## src/rtl/bsw_pkg.sv

```systemverilog
// Package: shared widths, the per-step code table and the selection type.
// Assumes the code is fixed at 16 steps on four address lines.
package bsw_pkg;
    localparam int STEPS     = 16;
    localparam int NIB_W     = 4;
    localparam int IDX_W     = 4;
    localparam int SEL_FIRST = 11;  // first step whose A8 is free

    typedef struct packed {
        logic [NIB_W-1:0] val;
        logic [NIB_W-1:0] care;
    } step_pat_t;

    typedef struct packed {
        logic             vld;
        logic [IDX_W-1:0] idx;
    } bank_sel_t;

    // Expected nibble and compare mask for one step of the code.
    function automatic step_pat_t step_pattern(input logic [3:0] s);
        step_pat_t p;
        p.care = 4'hF;
        case (s)
            4'd0, 4'd2, 4'd6, 4'd7:          p.val = 4'h5;
            4'd1, 4'd3, 4'd4, 4'd5, 4'd8:    p.val = 4'hA;
            4'd9:                            p.val = 4'h7;
            4'd10:                           p.val = 4'h8;
            4'd11, 4'd12, 4'd13:             begin p.val = 4'h4; p.care = 4'hE; end
            default:                         begin p.val = 4'hA; p.care = 4'hE; end
        endcase
        return p;
    endfunction
endpackage

```

## src/rtl/bsw_sync.sv

```systemverilog
// Module: multi-stage synchroniser for a bundle of asynchronous inputs.
// Assumes the bundle's bits are held stable for several clocks around
// each change, so the bits may move through the stages together.
module bsw_sync #(
    parameter int                WIDTH   = 6,
    parameter int                STAGES  = 2,
    parameter logic [WIDTH-1:0]  RST_VAL = '1
) (
    input  logic             clk,
    input  logic             rst_n,
    input  logic [WIDTH-1:0] d,
    output logic [WIDTH-1:0] q
);
    logic [WIDTH-1:0] chain [STAGES];

    genvar g;
    generate
        for (g = 0; g < STAGES; g++) begin : g_stage
            // Shift the bundle one stage closer to the clock domain.
            always_ff @(posedge clk) begin
                if (!rst_n) chain[g] <= RST_VAL;
                else        chain[g] <= (g == 0) ? d : chain[(g == 0) ? 0 : g-1];
            end
        end
    endgenerate

    assign q = chain[STAGES-1];
endmodule

```

## src/rtl/bsw_seq.sv

```systemverilog
// Module: read-cycle detector and 16-step code recogniser; holds the
// bank selection. Assumes synchronised inputs; pwr_ok is already in the
// clk domain.
module bsw_seq
    import bsw_pkg::*;
#(
    parameter int NUM_BANKS = 16
) (
    input  logic             clk,
    input  logic             rst_n,
    input  logic             pwr_ok,
    input  logic             ce_s,
    input  logic             we_s,
    input  logic [NIB_W-1:0] nib_s,
    output bank_sel_t        sel
);
    localparam logic [3:0] LAST = 4'(STEPS - 1);

    logic             ce_d, we_d;
    logic [NIB_W-1:0] nib_d;
    logic             armed;
    logic [3:0]       step;
    logic [3:0]       a8_hist;
    step_pat_t        pat;
    logic             match, cyc_end, rd_end, commit;
    logic [IDX_W-1:0] new_num;
    bank_sel_t        new_sel;

    // Delay the synchronised bus one clock so the edge sees its low-phase values.
    always_ff @(posedge clk) begin
        if (!rst_n) begin
            ce_d  <= 1'b1;
            we_d  <= 1'b1;
            nib_d <= '0;
        end else begin
            ce_d  <= ce_s;
            we_d  <= we_s;
            nib_d <= nib_s;
        end
    end

    // Decode the end of a read and compare its nibble against the current step.
    always_comb begin
        cyc_end = ce_s & ~ce_d;
        rd_end  = cyc_end & we_d;
        pat     = step_pattern(step);
        match   = ((nib_d ^ pat.val) & pat.care) == '0;
        commit  = rd_end & armed & match & (step == LAST);
        new_num = {a8_hist[2:0], nib_d[0]};
        new_sel.vld = a8_hist[3] && (32'(new_num) < NUM_BANKS);
        new_sel.idx = new_sel.vld ? new_num : '0;
    end

    // Advance, abort or re-arm the recogniser and commit the selection.
    always_ff @(posedge clk) begin
        if (!rst_n || !pwr_ok) begin
            armed   <= 1'b0;
            step    <= '0;
            a8_hist <= '0;
            sel     <= '0;
        end else if (rd_end) begin
            if (armed && match) begin
                if (step == LAST) begin
                    armed <= 1'b0;
                    step  <= '0;
                    sel   <= new_sel;
                end else begin
                    step <= step + 4'd1;
                    if (32'(step) >= SEL_FIRST) a8_hist <= {a8_hist[2:0], nib_d[0]};
                end
            end else begin
                armed <= (nib_d == 4'hF);
                step  <= '0;
            end
        end
    end

    a_r3_align_arms: assert property (@(posedge clk) disable iff (!rst_n)
        (pwr_ok && rd_end && !armed && nib_d == 4'hF) |=> (armed && step == '0));
    a_r8_mismatch_idles: assert property (@(posedge clk) disable iff (!rst_n)
        (pwr_ok && rd_end && armed && !match && nib_d != 4'hF) |=> (!armed && $stable(sel)));
    a_r9_write_ignored: assert property (@(posedge clk) disable iff (!rst_n)
        (pwr_ok && cyc_end && !we_d) |=> ($stable(armed) && $stable(step)));
    a_r7_sel_only_on_commit: assert property (@(posedge clk) disable iff (!rst_n)
        (pwr_ok && !commit) |=> $stable(sel));
    a_r10_power_drop: assert property (@(posedge clk) disable iff (!rst_n)
        !pwr_ok |=> (!sel.vld && !armed));

    // a selected bank is always a populated one.
    always @(posedge clk) begin
        if (rst_n) a_r11_idx_in_range: assert (!sel.vld || 32'(sel.idx) < NUM_BANKS);
    end
endmodule

```

## src/rtl/bsw_decode.sv

```systemverilog
// Module: per-bank chip-enable decoder. Assumes ce_n is the raw host
// strobe so bank timing follows the host directly.
module bsw_decode
    import bsw_pkg::*;
#(
    parameter int NUM_BANKS = 16
) (
    input  logic                 clk,
    input  logic                 rst_n,
    input  logic                 ce_n,
    input  bank_sel_t            sel,
    output logic [NUM_BANKS-1:0] bank_cs_n
);
    genvar b;
    generate
        for (b = 0; b < NUM_BANKS; b++) begin : g_bank
            // Enable this bank only when it is the selected one.
            assign bank_cs_n[b] = ~(~ce_n & sel.vld & (sel.idx == IDX_W'(b)));
        end
    endgenerate

    // at most one bank enabled, and none while idle or deselected.
    always @(posedge clk) begin
        if (rst_n) begin
            a_r12_one_bank: assert ($onehot0(~bank_cs_n));
            a_r12_quiet_idle: assert (!(ce_n || !sel.vld) || (&bank_cs_n));
        end
    end
endmodule

```

## src/rtl/bank_unlock_ctrl.sv

```systemverilog
// Module: top of the address-pattern bank switch. Synchronises the host
// strobes and pattern lines, recognises the unlock code and drives the
// per-bank chip enables. Assumes NUM_BANKS is in 1..16.
module bank_unlock_ctrl
    import bsw_pkg::*;
#(
    parameter int NUM_BANKS   = 16,
    parameter int SYNC_STAGES = 2
) (
    input  logic                 clk,
    input  logic                 rst_n,
    input  logic                 pwr_ok,
    input  logic                 ce_n,
    input  logic                 we_n,
    input  logic [NIB_W-1:0]     pat_addr,
    output logic [IDX_W-1:0]     bank_idx,
    output logic                 bank_vld,
    output logic [NUM_BANKS-1:0] bank_cs_n
);
    localparam int BUS_W = NIB_W + 2;

    logic [BUS_W-1:0] bus_s;
    bank_sel_t        sel;

    bsw_sync #(.WIDTH(BUS_W), .STAGES(SYNC_STAGES), .RST_VAL('1)) u_sync (
        .clk(clk), .rst_n(rst_n), .d({ce_n, we_n, pat_addr}), .q(bus_s)
    );

    bsw_seq #(.NUM_BANKS(NUM_BANKS)) u_seq (
        .clk(clk), .rst_n(rst_n), .pwr_ok(pwr_ok),
        .ce_s(bus_s[BUS_W-1]), .we_s(bus_s[BUS_W-2]), .nib_s(bus_s[NIB_W-1:0]),
        .sel(sel)
    );

    bsw_decode #(.NUM_BANKS(NUM_BANKS)) u_dec (
        .clk(clk), .rst_n(rst_n), .ce_n(ce_n), .sel(sel), .bank_cs_n(bank_cs_n)
    );

    assign bank_idx = sel.idx;
    assign bank_vld = sel.vld;
endmodule

```

## config.mk

```make
export PLATFORM = sky130hd
export DESIGN_NAME = bank_unlock_ctrl
export DESIGN_NICKNAME = d
export VERILOG_FILES = /design/src/rtl/bsw_pkg.sv /design/src/rtl/bsw_sync.sv /design/src/rtl/bsw_seq.sv /design/src/rtl/bsw_decode.sv /design/src/rtl/bank_unlock_ctrl.sv
export SDC_FILE = /design/constraint.sdc
export NUM_CORES = 1
export LEC_CHECK = 0
export ABC_AREA = 1
export BUFFER_PORTS_ARGS = -buffer_cell sky130_fd_sc_hd__buf_2
export CAP_MARGIN = 10
export CORE_MARGIN = 2
export CORE_UTILIZATION = 59
export DETAILED_ROUTE_END_ITERATION = 6
export PLACE_DENSITY = 0.83
export SLEW_MARGIN = 5
export SYNTH_ARGS = -nofsm -noshare
export SYNTH_HDL_FRONTEND = slang
export SYNTH_SLANG_ARGS = --single-unit
```

## constraint.sdc

```tcl
create_clock -name clk -period 3 [get_ports clk]
set_input_delay 0.3 -clock clk [delete_from_list [all_inputs] [get_ports clk]]
set_output_delay 0.3 -clock clk [all_outputs]
set_load 0.05 [all_outputs]
```

=== Word level (Yosys, flattened, before mapping) ===
Memory sizes are Yosys's and may differ from the RTL's.
Cells that the tools add are included.

* Bits in writable memories: 12
* Output and inout bits: 21
* Memories: 1
* Register bits: 20
* Logic and storage cells: 108
* Input port bits: 9

{| class="wikitable"
|+ Memories
! memory !! depth !! bits a word !! rd ports !! clocked after memory_dff !! wr ports !! RTL line !! RTL
|-
| u_sync.chain || 2 || 6 || 2 || 0 || 2 || bsw_sync.sv:14 || <nowiki>logic [WIDTH-1:0] chain [STAGES];</nowiki>
|}

* Equal/unequal tests: 31
* Muxes and demuxes: 11
* Reductions and logical operators: 13
* Add/subtract/negate cells: 1
* $lt $le $gt $ge: 1
* Bitwise logic cells: 42

{| class="wikitable"
|+ Operators with widths
! operator !! count
|-
| == test 4 bit (second input constant) || 16
|-
| == test 4 x 3 -> 1 bit (second input constant) || 8
|-
| AND 1 bit || 19
|-
| NOT 1 bit || 19
|-
| == test 4 x 2 -> 1 bit (second input constant) || 4
|-
| case mux 4 bit (4 select lines) || 1
|-
| zero test 4 bit || 3
|-
| 2-to-1 mux 4 bit || 3
|-
| 2-to-1 mux 6 bit || 2
|-
| OR reduction 11 bit || 1
|-
| == test 4 x 1 -> 1 bit (second input constant) || 2
|-
| 2-to-1 mux 1 bit || 5
|-
| adder 4 x 1 -> 4 bit (second input constant) || 1
|-
| AND 4 bit || 1
|-
| greater-or-equal comparator 4 bit (second input constant) || 1
|-
| AND reduction 4 bit || 1
|-
| OR reduction 4 bit || 1
|-
| bitwise XOR 4 bit || 1
|-
| AND reduction 3 bit || 1
|-
| OR reduction 3 bit || 1
|-
| zero test 1 bit || 2
|-
| != test 2 x 1 -> 1 bit (second input constant) || 1
|-
| bitwise OR 1 bit || 2
|-
| AND reduction 2 bit || 1
|-
| other kinds (2) || 2
|}

=== Depth between registers and ports, before layout ===
Gate-level depths: netlist of run 1.

* Depth in word-level cells: 9
* Gate-level depth with buffers: 17

=== Hierarchy ===
From an unflattened synthesis of run 1, not the netlist that was laid out.

* Cell total of the unflattened synthesis: 262
* Area total of the unflattened synthesis: 1783.0 um^2

{| class="wikitable"
|+ By module, submodules not included
! module !! cells each !! instances !! sequential area each (um^2) !! area an instance (um^2)
|-
| bsw_seq || 192 || 1 || 400.4 || 1282.5
|-
| bsw_sync || 37 || 1 || 240.2 || 341.6
|-
| bsw_decode || 33 || 1 || 0.0 || 158.9
|}

=== Worst setup path before layout of run 1 ===
No wires, ideal clock.

* Path type: reg-to-reg
* Start: reg u_seq.step[0]
* End: reg u_seq.a8_hist[0]
* Stages on the path, launching flop included: 15
* Clock period less this slack: 1811 ps
* Path slack: 1189 ps
* Library setup time: 113 ps
* Path buffers: 0
* Required time: 2887 ps
* Arrival time: 1698 ps
* Cell sequence: dfxtp_1 -> inv_1 -> ha_1 -> inv_1 -> nand2_1 -> nand2_2 -> nand3_2 -> nor2_1 -> nand2_1 -> nand2_1 -> nand2_1 -> nor2_4 -> nand4_4 -> nor2_1 -> nor2_1

* Longest elaborated chain between the ends: 8
* Elaborated cells between the ends (all ways): 27

{| class="wikitable"
|+ Ends and longest elaborated chain
! element !! RTL line !! RTL
|-
| from (decl) || bsw_seq.sv:22 || <nowiki>logic [3:0] step;</nowiki>
|-
| from (signal assigned) || bsw_seq.sv:68 || <nowiki>step <= step + 4'd1;</nowiki>
|-
| == test 4 x 2 -> 1 bit (tied with other cells) || bsw_pkg.sv:23 || <nowiki>case (s)</nowiki>
|-
| OR reduction 4 bit or OR reduction 3 bit (tied branches) || bsw_pkg.sv:23 ||
|-
| case mux 4 bit (4 select lines) || bsw_pkg.sv:23 ||
|-
| bitwise XOR 4 bit || bsw_seq.sv:47 || <nowiki>match = ((nib_d ^ pat.val) & pat.care) == '0;</nowiki>
|-
| AND 4 bit || bsw_seq.sv:47 ||
|-
| zero test 4 bit || bsw_seq.sv:47 ||
|-
| logical AND 1 bit || bsw_seq.sv:62 || <nowiki>if (armed && match) begin</nowiki>
|-
| AND reduction 4 bit (no source line) (*) || -- ||
|-
| to (signal assigned) || bsw_seq.sv:69 || <nowiki>if (32'(step) >= SEL_FIRST) a8_hist <= {a8_hist[2:0], nib_d[0]};</nowiki>
|-
| to (decl) || bsw_seq.sv:23 || <nowiki>logic [3:0] a8_hist;</nowiki>
|}

Mark *: on every way between the ends. The rest lies on a longest branch, timed or not.
A chain may end at the register's enable or synchronous reset.

=== Worst setup path after layout of run 1 ===
* Start: reg u_seq.step[0]
* End: reg u_seq.a8_hist[2]

Same word-level chain as after synthesis.

==> results of run 1 <==
-- routing by layer --
metal	vias up	GRT usage [%]	part of all wire (%)
met2	38	33.93	44
met3	4	4.688	5.3
met5	-	0	0
met1	649	27.22	50
li1	851	-	-
met4	0	3.987	0.55
-- final timing paths --
path	from	end	slack (ns)
worst max-delay path	u_seq.step[0]	u_seq.a8_hist[2]	0.97
worst min-delay path	we_n	u_sync.chain[0][4]	0.16
worst max register to register	u_seq.step[0]	u_seq.a8_hist[2]	0.97
worst min register to register	u_sync.chain[1][4]	u_seq.we_d	0.41
-- state kept, by name, indices dropped and copies added, names as in the netlist --
| name | cells |
|---|---|
| u_seq.ce_d | 1 |
| u_seq.sel | 5 |
| u_seq.a8_hist | 4 |
| u_sync.chain | 12 |
| u_seq.nib_d | 4 |
| u_seq.we_d | 1 |
| u_seq.step | 4 |
| u_seq.armed | 1 |
-- cells in the mapped netlist (all sizes together) --
| master | n |
|---|---|
| a21boi | 1 |
| nor4 | 1 |
| nand4 | 10 |
| buf | 4 |
| o21bai | 1 |
| nor3 | 5 |
| nand2 | 103 |
| inv | 54 |
| o21ai | 2 |
| dfxtp | 32 |
| xor2 | 2 |
| clkbuf | 1 |
| a21oi | 2 |
| nor2 | 37 |
| nand3 | 7 |
| ha | 4 |
-- cells by family after synthesis --
logic type,count (synthesis)
compound gates,6
xor+xnor,2
fa+ha+maj,4
buf+inv,59
flops,32
simple gates,163
-- cell type report --
| type | instances | share of cell area [%] |
|---|---|---|
| clock inverter | 1 | 0.2592 |
| multi-input combinational | 175 | 44.01 |
| inverter | 54 | 10.50 |
| clock buffer | 6 | 2.139 |
| tap | 31 | 2.009 |
| timing repair buffer | 30 | 7.907 |
| sequential | 32 | 33.18 |
-- through the flow --
stage / area, µm² / setup WS (ns) / total power [µW] / util (%) / hold slack, ns
final: 1931 / 0.9714 / 694.8 / 70.01 / 0.1560
after global routing: 1931 / 0.5977 / 734.7 / 70.01 / 0.1403
after CTS: 1931 / 0.9575 / 701.4 / 70.01 / 0.1485
after detailed placement: 1884 / 0.9773 / 493.6 / 68.33 / 0.3897
after global placement: 1884 / 1.047 / 492.2 / 68.33 / 0.3808
after floorplan: 1727 / 1.189 / 483.0 / - / 0.3795
-- critical path, cell delays in order (launching register included) --
cell	delay (ns)
dfxtp_1	0.42
inv_1	0.09
ha_1	0.22
inv_1	0.07
nand2_1	0.06
nand2_2	0.09
nand3_2	0.12
nor2_1	0.15
nand2_1	0.06
nand2_1	0.06
nand2_1	0.08
nor2_4	0.18
nand4_4	0.15
nand2_1	0.09
nand2_1	0.05
nor2_1	0.09
-- power by group --
part           switching (µW)  internal [µW]
Combinational            26.2           14.6
Clock                     125           86.2
Sequential               5.95            436
==> summary.txt, run 1 <==
Power
  – Pwr per Cell Area: ~360 nW/µm²
  – Leak pwr: 0.001013 µW
  – Worst VDD drop: ~0.42 mV

Floorplan
  – Chip Width: a little under 60 µm
  – Initial core utilization: between 60% and 70%
  – I/O Pins: 30
  – Core Region: around 2800 µm²
  – Die area: roughly 3400 µm²
  – Row Count: 19
  – Die Y: approximately 58 µm

Global route
  – GRT overflow: 0
  – First-pass GRT wire length: 5.444 mm
  – Tot GR Track Use: between 20% and 30%
  – Largest net degree at the start of global routing: 20
  – Vias in the first global route: roughly 1300
  – Initial antenna violation count: 0

Clock tree
  – Sinks on Clock Net: 32
  – Gates resized, CTS repair: 0
  – CTS max path bufs: 2
  – CTS clk-pin slew, worst paths: around 0.090 ns
  – Root buffer cell: clkbuf_4
  – Postcts setup bufs: 0
  – Hold_buf cts: 0
  – TritonCTS buffer count: 5
  – Worst skew pair latency: 0.31 ns
  – Htree depth: 2
  – CTS tree: yes

Timing
  – Clk_skew: between 0.009 and 0.01 ns
  – Fmax: roughly 490 MHz
  – Hold Fails Final Rpt: 0
  – RSZ-0062 raised after global routing: false
  – Slew Limit Fails: 0
  – Setup TNS: 0 ns
  – Final setup viols: 0
  – Relative slew slack: 69.73%
  – Post-route minimum period: 2.029 ns
  – Fin crit share: between 60% and 70%
  – Tightest Pin Transition: ~0.45 ns

Logic synthesis
  – Synth warn: 0
  – Seq/Total Area, Yosys: ~37%
  – Area contributors post-synth: dfxtp_1 (37%), nand2_1 (20%), inv_1 (11%), nor2_1 (7.0%), nand2_2 (3.6%)
  – Mapped cell area: between 1500 and 2000 µm²
  – Leading area contributor after synthesis: dfxtp_1
  – Mean Syn Cell Area: between 6 and 7 µm²
  – Share of the synthesized area in the top cell type: roughly 37%
  – Main combinational cell family by area after synthesis: simple AND/OR/NAND/NOR gates
  – Unique cell type count in the Yosys netlist: 23
  – Post-synthesis mux area share: 0%
  – Simple-Gate Fraction of Synth Area: 43.26%
  – Complex-gate fraction of the synthesized area: 2.029%
  – Cells after Synth: between 200 and 300
  – Yosys reg bits: 32
  – Synth Net Count: around 280
  – Post-Synth XOR/XNOR Area: 1.014%
  – Post-synthesis adder-cell area fraction: under 10%

Route
  – Routed wire per std cell: between 8 and 9 µm
  – DR iter-0 viols: 57
  – Vias/cell: 4.687
  – Drt drc: 0
  – Routed vias: roughly 1500
  – Drt pass-1 iters: 5
  – ANT nets after route: 0
  – Final wirelength: approximately 3 mm

Setup path
  – Worst Reg-to-Reg Cells: 15
  – Crit path kind: reg -> reg
  – Critical Path Fanout Max: 8
  – Startpoint Class: flip-flop
  – CP required: 3.25 ns
  – Critical Path Sink Type: flip-flop
  – Arr. time, crit path: around 2.3 ns

Finish
  – Area Overhead vs Synth: 11.81%
  – Most common cell after layout, fill and taps aside: nand2_1
  – Most frequent cells in the layout: nand2_1 (93), inv_1 (51), nor2_1 (32), dfxtp_1 (32), buf_2 (29)
  – Reg area: 640.6 µm²
  – Layout Nets: just over 300
  – Filler cells: between 200 and 250
  – Area of the multi-input gates: between 800 and 900 µm²
  – Ant. Diodes: 0
  – Layout cells sized above 1: between 15 and 20%
  – Non-filler cells in the finished layout: 329

Placed design
  – Port bufs: 29
  – GPL Wtd Cong: 0.8104
  – Dpl hpwl: about 2.3 mm
  – Cell count after placement: about 320

Hold path
  – Hold/Removal Path Class: in -> reg
  – Worst hold path stage count: 3

Status
  – Status: finished, final reports clean

Run
  – Total of max-cap violations: 0
Power figures use the tool's default switching activity.
==> run 2: changes to the inputs <==
--- a/config.mk
+++ b/config.mk
@@ -9,9 +9,9 @@
 export BUFFER_PORTS_ARGS = -buffer_cell sky130_fd_sc_hd__buf_2
 export CAP_MARGIN = 10
 export CORE_MARGIN = 2
-export CORE_UTILIZATION = 59
+export CORE_UTILIZATION = 50
 export DETAILED_ROUTE_END_ITERATION = 6
-export PLACE_DENSITY = 0.83
+export PLACE_DENSITY = 0.75
 export SLEW_MARGIN = 5
 export SYNTH_ARGS = -nofsm -noshare
 export SYNTH_HDL_FRONTEND = slang
==> constraint.sdc (replaced) <==
create_clock -name clk -period 1.8 [get_ports clk]
set_input_delay 0.18 -clock clk [delete_from_list [all_inputs] [get_ports clk]]
set_output_delay 0.18 -clock clk [all_outputs]
set_load 0.05 [all_outputs]
==> summary.txt, run 2 (synthesized netlist as in run 1, its figures left out) <==
Clock tree
  – CTS tree: yes (unchanged)
  – Htree depth: 2 (unchanged)
  – Worst skew pair latency: 0.33 ns (was 0.31 ns)
  – Root buffer cell: clkbuf_4 (unchanged)
  – CTS clk-pin slew, worst paths: 0.10 ns (was 0.09 ns)
  – CTS max path bufs: 2 (unchanged)
  – Sinks on Clock Net: 32 (unchanged)
  – TritonCTS buffer count: 5 (unchanged)

Finish
  – Post-route cell area: 2288 µm² (was 1931 µm²)
  – Largest registers: u_sync.chain x12, u_seq.sel x5 (unchanged)
  – Most common cell after layout, fill and taps aside: nand2_1 (unchanged)
  – Non-filler cells in the finished layout: 358 (was 329)
  – Layout cells sized above 1: 36.86% (was 19.46%)
  – Area Overhead vs Synth: 32.54% (was 11.81%)
  – Max reg flops: 12 (unchanged)
  – Top reg by flops: u_sync.chain (unchanged)
  – Most frequent cells in the layout: nand2_1 (78), inv_1 (45), buf_2 (29) (was nand2_1 (93), inv_1 (51), nor2_1 (32), dfxtp_1 (32), buf_2 (29))
  – Layout Nets: 324 (was 311)
  – Ant. Diodes: 0 (unchanged)

Floorplan
  – Die Y: 62.77 µm (was 58.10 µm)
  – Die area: 3939 µm² (was 3375 µm²)
  – Core Region: 3337 µm² (was 2758 µm²)
  – Initial core utilization: 51.74% (was 62.61%)
  – I/O Pins: 30 (unchanged)
  – Row Count: 21 (was 19)
  – Chip Width: 62.77 µm (was 58.10 µm)

Global route
  – Vias in the first global route: 1511 (was 1318)
  – GRT overflow: 0 (unchanged)
  – Tot GR Track Use: 19.24% (was 20.36%)
  – First-pass GRT wire length: 6.203 mm (was 5.444 mm)
  – Largest net degree at the start of global routing: 19 (was 20)
  – Initial antenna violation count: 0 (unchanged)

Setup path
  – Critical Path Sink Type: flip-flop (unchanged)
  – Crit-path most repeated cell: nand2_2 (was nand2_1)
  – Crit path kind: reg -> reg (unchanged)
  – Critical Path Fanout Max: 8 (unchanged)
  – Startpoint Class: flip-flop (unchanged)
  – Critical Path, Cell by Cell: inv_4 -> ha_4 -> inv_1 -> nand2_2 -> nand2_2 -> nand2_1 -> nor2_1 -> nor2_1 -> nor2_4 -> nand2_2 -> nor2_4 -> nand4_4 -> nand2_2 -> nand2_2 -> nor2_2 (was inv_1 -> ha_1 -> inv_1 -> nand2_1 -> nand2_2 -> nand3_2 -> nor2_1 -> nand2_1 -> nand2_1 -> nand2_1 -> nor2_4 -> nand4_4 -> nand2_1 -> nand2_1 -> nor2_1)
  – Crit path largest cell delay: 0.41 ns (was 0.42 ns)
  – Arr. time, crit path: 2.21 ns (was 2.28 ns)
  – CP required: 2.07 ns (was 3.25 ns)
  – CP max stage cell: dfxtp_4 (was dfxtp_1)

Run
  – Total of max-cap violations: 0 (unchanged)

Route
  – WL met2: 1.788 mm (was 1.286 mm)
  – Routed wire per std cell: 9.841 µm (was 8.854 µm)
  – Final wirelength: 3.523 mm (was 2.913 mm)
  – Metal3 WL: 146 µm (was 153 µm)
  – ANT nets after route: 0 (unchanged)
  – Drt pass-1 iters: 4 (was 5)
  – Routed vias: 1647 (was 1542)
  – Drt drc: 0 (unchanged)
  – Vias/cell: 4.601 (was 4.687)
  – DR iter-0 viols: 67 (was 57)
  – Wl on met1: 1.554 mm (was 1.457 mm)
  – Highest metal used: met4 (unchanged)

Placed design
  – Dpl hpwl: 2.444 mm (was 2.341 mm)
  – Worst slack, placed: -0.1841 ns (was 0.9773 ns)
  – Cell count after placement: 347 (was 322)
  – GPL Wtd Cong: 0.8895 (was 0.8104)
  – Placed cell area: 1979 µm² (was 1884 µm²)
  – Port bufs: 29 (unchanged)

Timing
  – Final setup viols: 14 (was 0)
  – Setup TNS: -1.526 ns (was 0 ns)
  – Relative slew slack: 74.17% (was 69.73%)
  – Slew Limit Fails: 0 (unchanged)
  – RSZ-0062 raised after global routing: true (was false)
  – Tightest Pin Transition: 0.3845 ns (was 0.4505 ns)
  – Fmax: 514.5 MHz (was 493.0 MHz)
  – Hold Fails Final Rpt: 0 (unchanged)
  – Fin crit share: 108.0% (was 67.62%)
  – Clk_skew: 0.01130 ns (was 0.009380 ns)
  – Fin worst setup slack: -0.1435 ns (was 0.9714 ns)
  – Post-route minimum period: 1.944 ns (was 2.029 ns)

Status
  – Status: finished, violations left (was finished, final reports clean)
  – Failing checks: setup timing

Hold path
  – Hold/Removal Path Class: in -> reg (unchanged)

Power
  – Leak pwr: 0.001136 µW (was 0.001013 µW)
  – Total power: 1344 µW (was 694.8 µW)
  – Pwr per Cell Area: 587.2 nW/µm² (was 359.9 nW/µm²)
  – Worst VDD drop: 0.7158 mV (was 0.4187 mV)
[run 2: critical path: cells and delay by family, from the launching register on]
kind | cells | cell delay, ns
adders and majority gates | 1 | 0.17
and+or+nand+nor | 12 | 1.19
buffers and inverters | 2 | 0.12
DFF | 1 | 0.41
[run 2: through the flow]
step	util, %	hold slack, ns
after floorplan	-	0.2648
after global placement	59.32	0.3480
after detailed placement	59.32	0.3550
after CTS	65.77	0.005146
after global routing	68.58	0.01053
final	68.58	0.01854
[run 2: worst paths after layout]
check	from	to	slack [ns]	depth (start not counted)
hold reg to reg	u_sync.chain[0][3]	u_sync.chain[1][3]	0.41	2
setup / recovery	u_seq.step[1]	u_seq.a8_hist[3]	-0.14	15
setup reg to reg	u_seq.step[1]	u_seq.a8_hist[3]	-0.14	15
hold / removal	we_n	u_sync.chain[0][4]	0.02	3
[run 2: final cells by class]
type | count | area, µm²
fill | 267 | 1049
multi-input combinational | 175 | 1039
sequential | 32 | 650.6
timing repair buffer | 43 | 254.0
inverter | 54 | 207.7
tap | 46 | 57.56
clock inverter | 3 | 42.54
clock buffer | 5 | 37.54
[run 2: routing by layer]
| layer | track usage (%) | vias up |
|---|---|---|
| met4 | 6.667 | 0 |
| met2 | 33.60 | 37 |
| met5 | 0 | - |
| met1 | 23.09 | 728 |
| li1 | - | 876 |
| met3 | 4.505 | 6 |
[run 2: repair_timing]
item | 4_1_cts | 5_1_grt
gates resized for setup | 34 | 27
setup buffers | 2 | 1
hold buffers | 0 | 0
endpoints found under the setup margin | 14 | 30
gates cloned | 0 | 0
pin swaps | 17 | 20
[run 2: power by group]
part / switching [µW] / total (µW) / internal (µW)
clock network: 240 / 530 / 290
logic: 50.2 / 78.5 / 28.3
registers: 11.0 / 736 / 725
total: 301 / 1340 / 1040
==> run 3: changes to the inputs <==
--- a/config.mk
+++ b/config.mk
@@ -16,3 +16,4 @@
 export SYNTH_ARGS = -nofsm -noshare
 export SYNTH_HDL_FRONTEND = slang
 export SYNTH_SLANG_ARGS = --single-unit
+export TNS_END_PERCENT = 50
==> summary.txt, run 3 (synthesized netlist as in run 1, its figures left out) <==
Power
  – Pwr per Cell Area: 589.8 nW/µm² (was 587.2 nW/µm²)
  – Worst VDD drop: 0.7158 mV (about the same)
  – Total power: 1346 µW (was 1344 µW)
  – Leak pwr: 0.001136 µW (about the same)

Global route
  – Vias in the first global route: 1511 (unchanged)
  – First-pass GRT wire length: 6.203 mm (unchanged)
  – Tot GR Track Use: 19.24% (unchanged)
  – Largest net degree at the start of global routing: 19 (unchanged)
  – Initial antenna violation count: 0 (unchanged)
  – GRT overflow: 0 (unchanged)

Setup path
  – Crit path kind: reg -> reg (unchanged)
  – CP bufs+invs: 2 (unchanged)
  – Critical Path Sink Type: flip-flop (unchanged)
  – Critical Path, Cell by Cell: inv_4 -> ha_4 -> inv_2 -> nand2_2 -> nand2_4 -> nand2_2 -> nor2_4 -> nand2_2 -> nand2_2 -> nand2_1 -> nand2_1 -> nand2_2 -> nor2_4 -> nand2_1 -> nand2_1 -> nand2_1 -> nor2_1 (was inv_4 -> ha_4 -> inv_1 -> nand2_2 -> nand2_2 -> nand2_1 -> nor2_1 -> nor2_1 -> nor2_4 -> nand2_2 -> nor2_4 -> nand4_4 -> nand2_2 -> nand2_2 -> nor2_2)
  – Arr. time, crit path: 2.20 ns (was 2.21 ns)
  – CP max stage cell: dfxtp_4 (unchanged)
  – Family with the most delay on the worst path: simple AND/OR/NAND/NOR gates (unchanged)
  – Startpoint Class: flip-flop (unchanged)
  – Critical Path Fanout Max: 4 (was 8)
  – CP required: 2.05 ns (was 2.07 ns)
  – Crit path largest cell delay: 0.41 ns (about the same)

Clock tree
  – Root buffer cell: clkbuf_4 (unchanged)
  – CTS max path bufs: 2 (unchanged)
  – Sinks on Clock Net: 32 (unchanged)
  – Worst skew pair latency: 0.33 ns (about the same)
  – Hold_buf cts: 0 (unchanged)
  – CTS clk-pin slew, worst paths: 0.10 ns (about the same)
  – CTS tree: yes (unchanged)
  – TritonCTS buffer count: 5 (unchanged)
  – Htree depth: 2 (unchanged)

Floorplan
  – Initial core utilization: 51.74% (unchanged)
  – Die Y: 62.77 µm (unchanged)
  – Die area: 3939 µm² (unchanged)
  – Chip Width: 62.77 µm (unchanged)
  – Core Region: 3337 µm² (unchanged)
  – I/O Pins: 30 (unchanged)
  – Row Count: 21 (unchanged)

Timing
  – Fmax: 513.8 MHz (was 514.5 MHz)
  – Post-route minimum period: 1.946 ns (was 1.944 ns)
  – Slew Limit Fails: 0 (unchanged)
  – Fin crit share: 108.1% (was 108.0%)
  – Clk_skew: 0.01294 ns (was 0.01130 ns)
  – Fin worst setup slack: -0.1462 ns (was -0.1435 ns)
  – Hold Fails Final Rpt: 0 (unchanged)
  – Tightest Pin Transition: 0.3846 ns (was 0.3845 ns)
  – Final setup viols: 14 (unchanged)
  – Setup TNS: -1.577 ns (was -1.526 ns)
  – RSZ-0062 raised after global routing: true (unchanged)
  – Relative slew slack: 74.16% (was 74.17%)

Route
  – Metal3 WL: 172 µm (was 146 µm)
  – Routed vias: 1651 (was 1647)
  – ANT nets after route: 0 (unchanged)
  – Drt pass-1 iters: 4 (unchanged)
  – Highest metal used: met4 (unchanged)
  – Routed wire per std cell: 10.09 µm (was 9.841 µm)
  – Final wirelength: 3.613 mm (was 3.523 mm)
  – Drt drc: 0 (unchanged)
  – DR iter-0 viols: 76 (was 67)
  – WL met2: 1.840 mm (was 1.788 mm)
  – Vias/cell: 4.612 (was 4.601)
  – Wl on met1: 1.553 mm (was 1.554 mm)

Finish
  – Layout Nets: 324 (unchanged)
  – Top reg by flops: u_sync.chain (unchanged)
  – Filler cells: 273 (was 267)
  – Most common cell after layout, fill and taps aside: nand2_1 (unchanged)
  – Area Overhead vs Synth: 32.17% (was 32.54%)
  – Layout cells sized above 1: 36.86% (unchanged)
  – Max reg flops: 12 (unchanged)
  – Ant. Diodes: 0 (unchanged)
  – Largest registers: u_sync.chain x12, u_seq.sel x5 (unchanged)
  – Fin util: 68.39% (was 68.58%)
  – Most frequent cells in the layout: nand2_1 (78), inv_1 (45), buf_2 (29) (unchanged)
  – Area of the multi-input gates: 1032 µm² (was 1039 µm²)
  – Reg area: 650.6 µm² (unchanged)

Hold path
  – Hold/Removal Path Class: in -> reg (unchanged)

Run
  – Total of max-cap violations: 0 (unchanged)

Placed design
  – Dpl hpwl: 2.444 mm (unchanged)
  – Port bufs: 29 (unchanged)
  – GPL Wtd Cong: 0.8895 (unchanged)
  – Worst slack, placed: -0.1841 ns (unchanged)

Status
  – Status: finished, violations left (unchanged)
  – Failing checks: setup timing (unchanged)
## run 3: final cells by class
cell class	instances	area share, %
Inverter	54	9.101
Timing Repair Buffer	43	11.13
Clock buffer	5	1.645
Multi-Input combinational cell	175	45.23
Sequential cell	32	28.51
Tap cell	46	2.522
Clock inverter	3	1.864
## run 3: power by group
group | switching (µW) | internal, µW
logic | 50.9 | 28.3
registers | 11.1 | 725
clock network | 241 | 290
## run 3: final timing paths
kind                         to                from  cells past startpoint  slack (ns)
max               u_seq.step[0]       u_seq.step[0]                     17       -0.15
min          u_sync.chain[0][4]                we_n                      3        0.02
max reg2reg       u_seq.step[0]       u_seq.step[0]                     17       -0.15
min reg2reg  u_sync.chain[1][3]  u_sync.chain[0][3]                      2        0.41
## run 3: timing repair
action / CTS / global route
cloned: 0 / 0
pin swaps: 17 / 20
endpoints found under the setup margin: 14 / 30
gates resized for setup: 34 / 26
setup buffers: 2 / 1
## run 3: metal layers
metal  vias up  global-route usage (%)
met4         0                   6.667
met5         -                       0
met2        42                   33.60
li1        877                       -
met3         8                   4.505
met1       724                   23.09
## run 3: worst register-to-register path, stage by stage (launching register included)
cell and delay, ns:
dfxtp_4 0.41, inv_4 0.06, ha_4 0.16, inv_2 0.06
nand2_2 0.06, nand2_4 0.09, nand2_2 0.08, nor2_4 0.14
nand2_2 0.09, nand2_2 0.09, nand2_1 0.05, nand2_1 0.09
nand2_2 0.07, nor2_4 0.11, nand2_1 0.05, nand2_1 0.07
nand2_1 0.07, nor2_1 0.13
## run 3: per-stage QoR
| stage | area, µm² | hold WS, ns | std cells |
|---|---|---|---|
| global placement | 1979 | 0.3480 | 347 |
| CTS | 2195 | 0.005146 | 357 |
| finish | 2282 | 0.01891 | 358 |
| floorplan | 1728 | 0.2648 | 266 |
| detailed placement | 1979 | 0.3550 | 347 |
| global route | 2282 | 0.01053 | 358 |
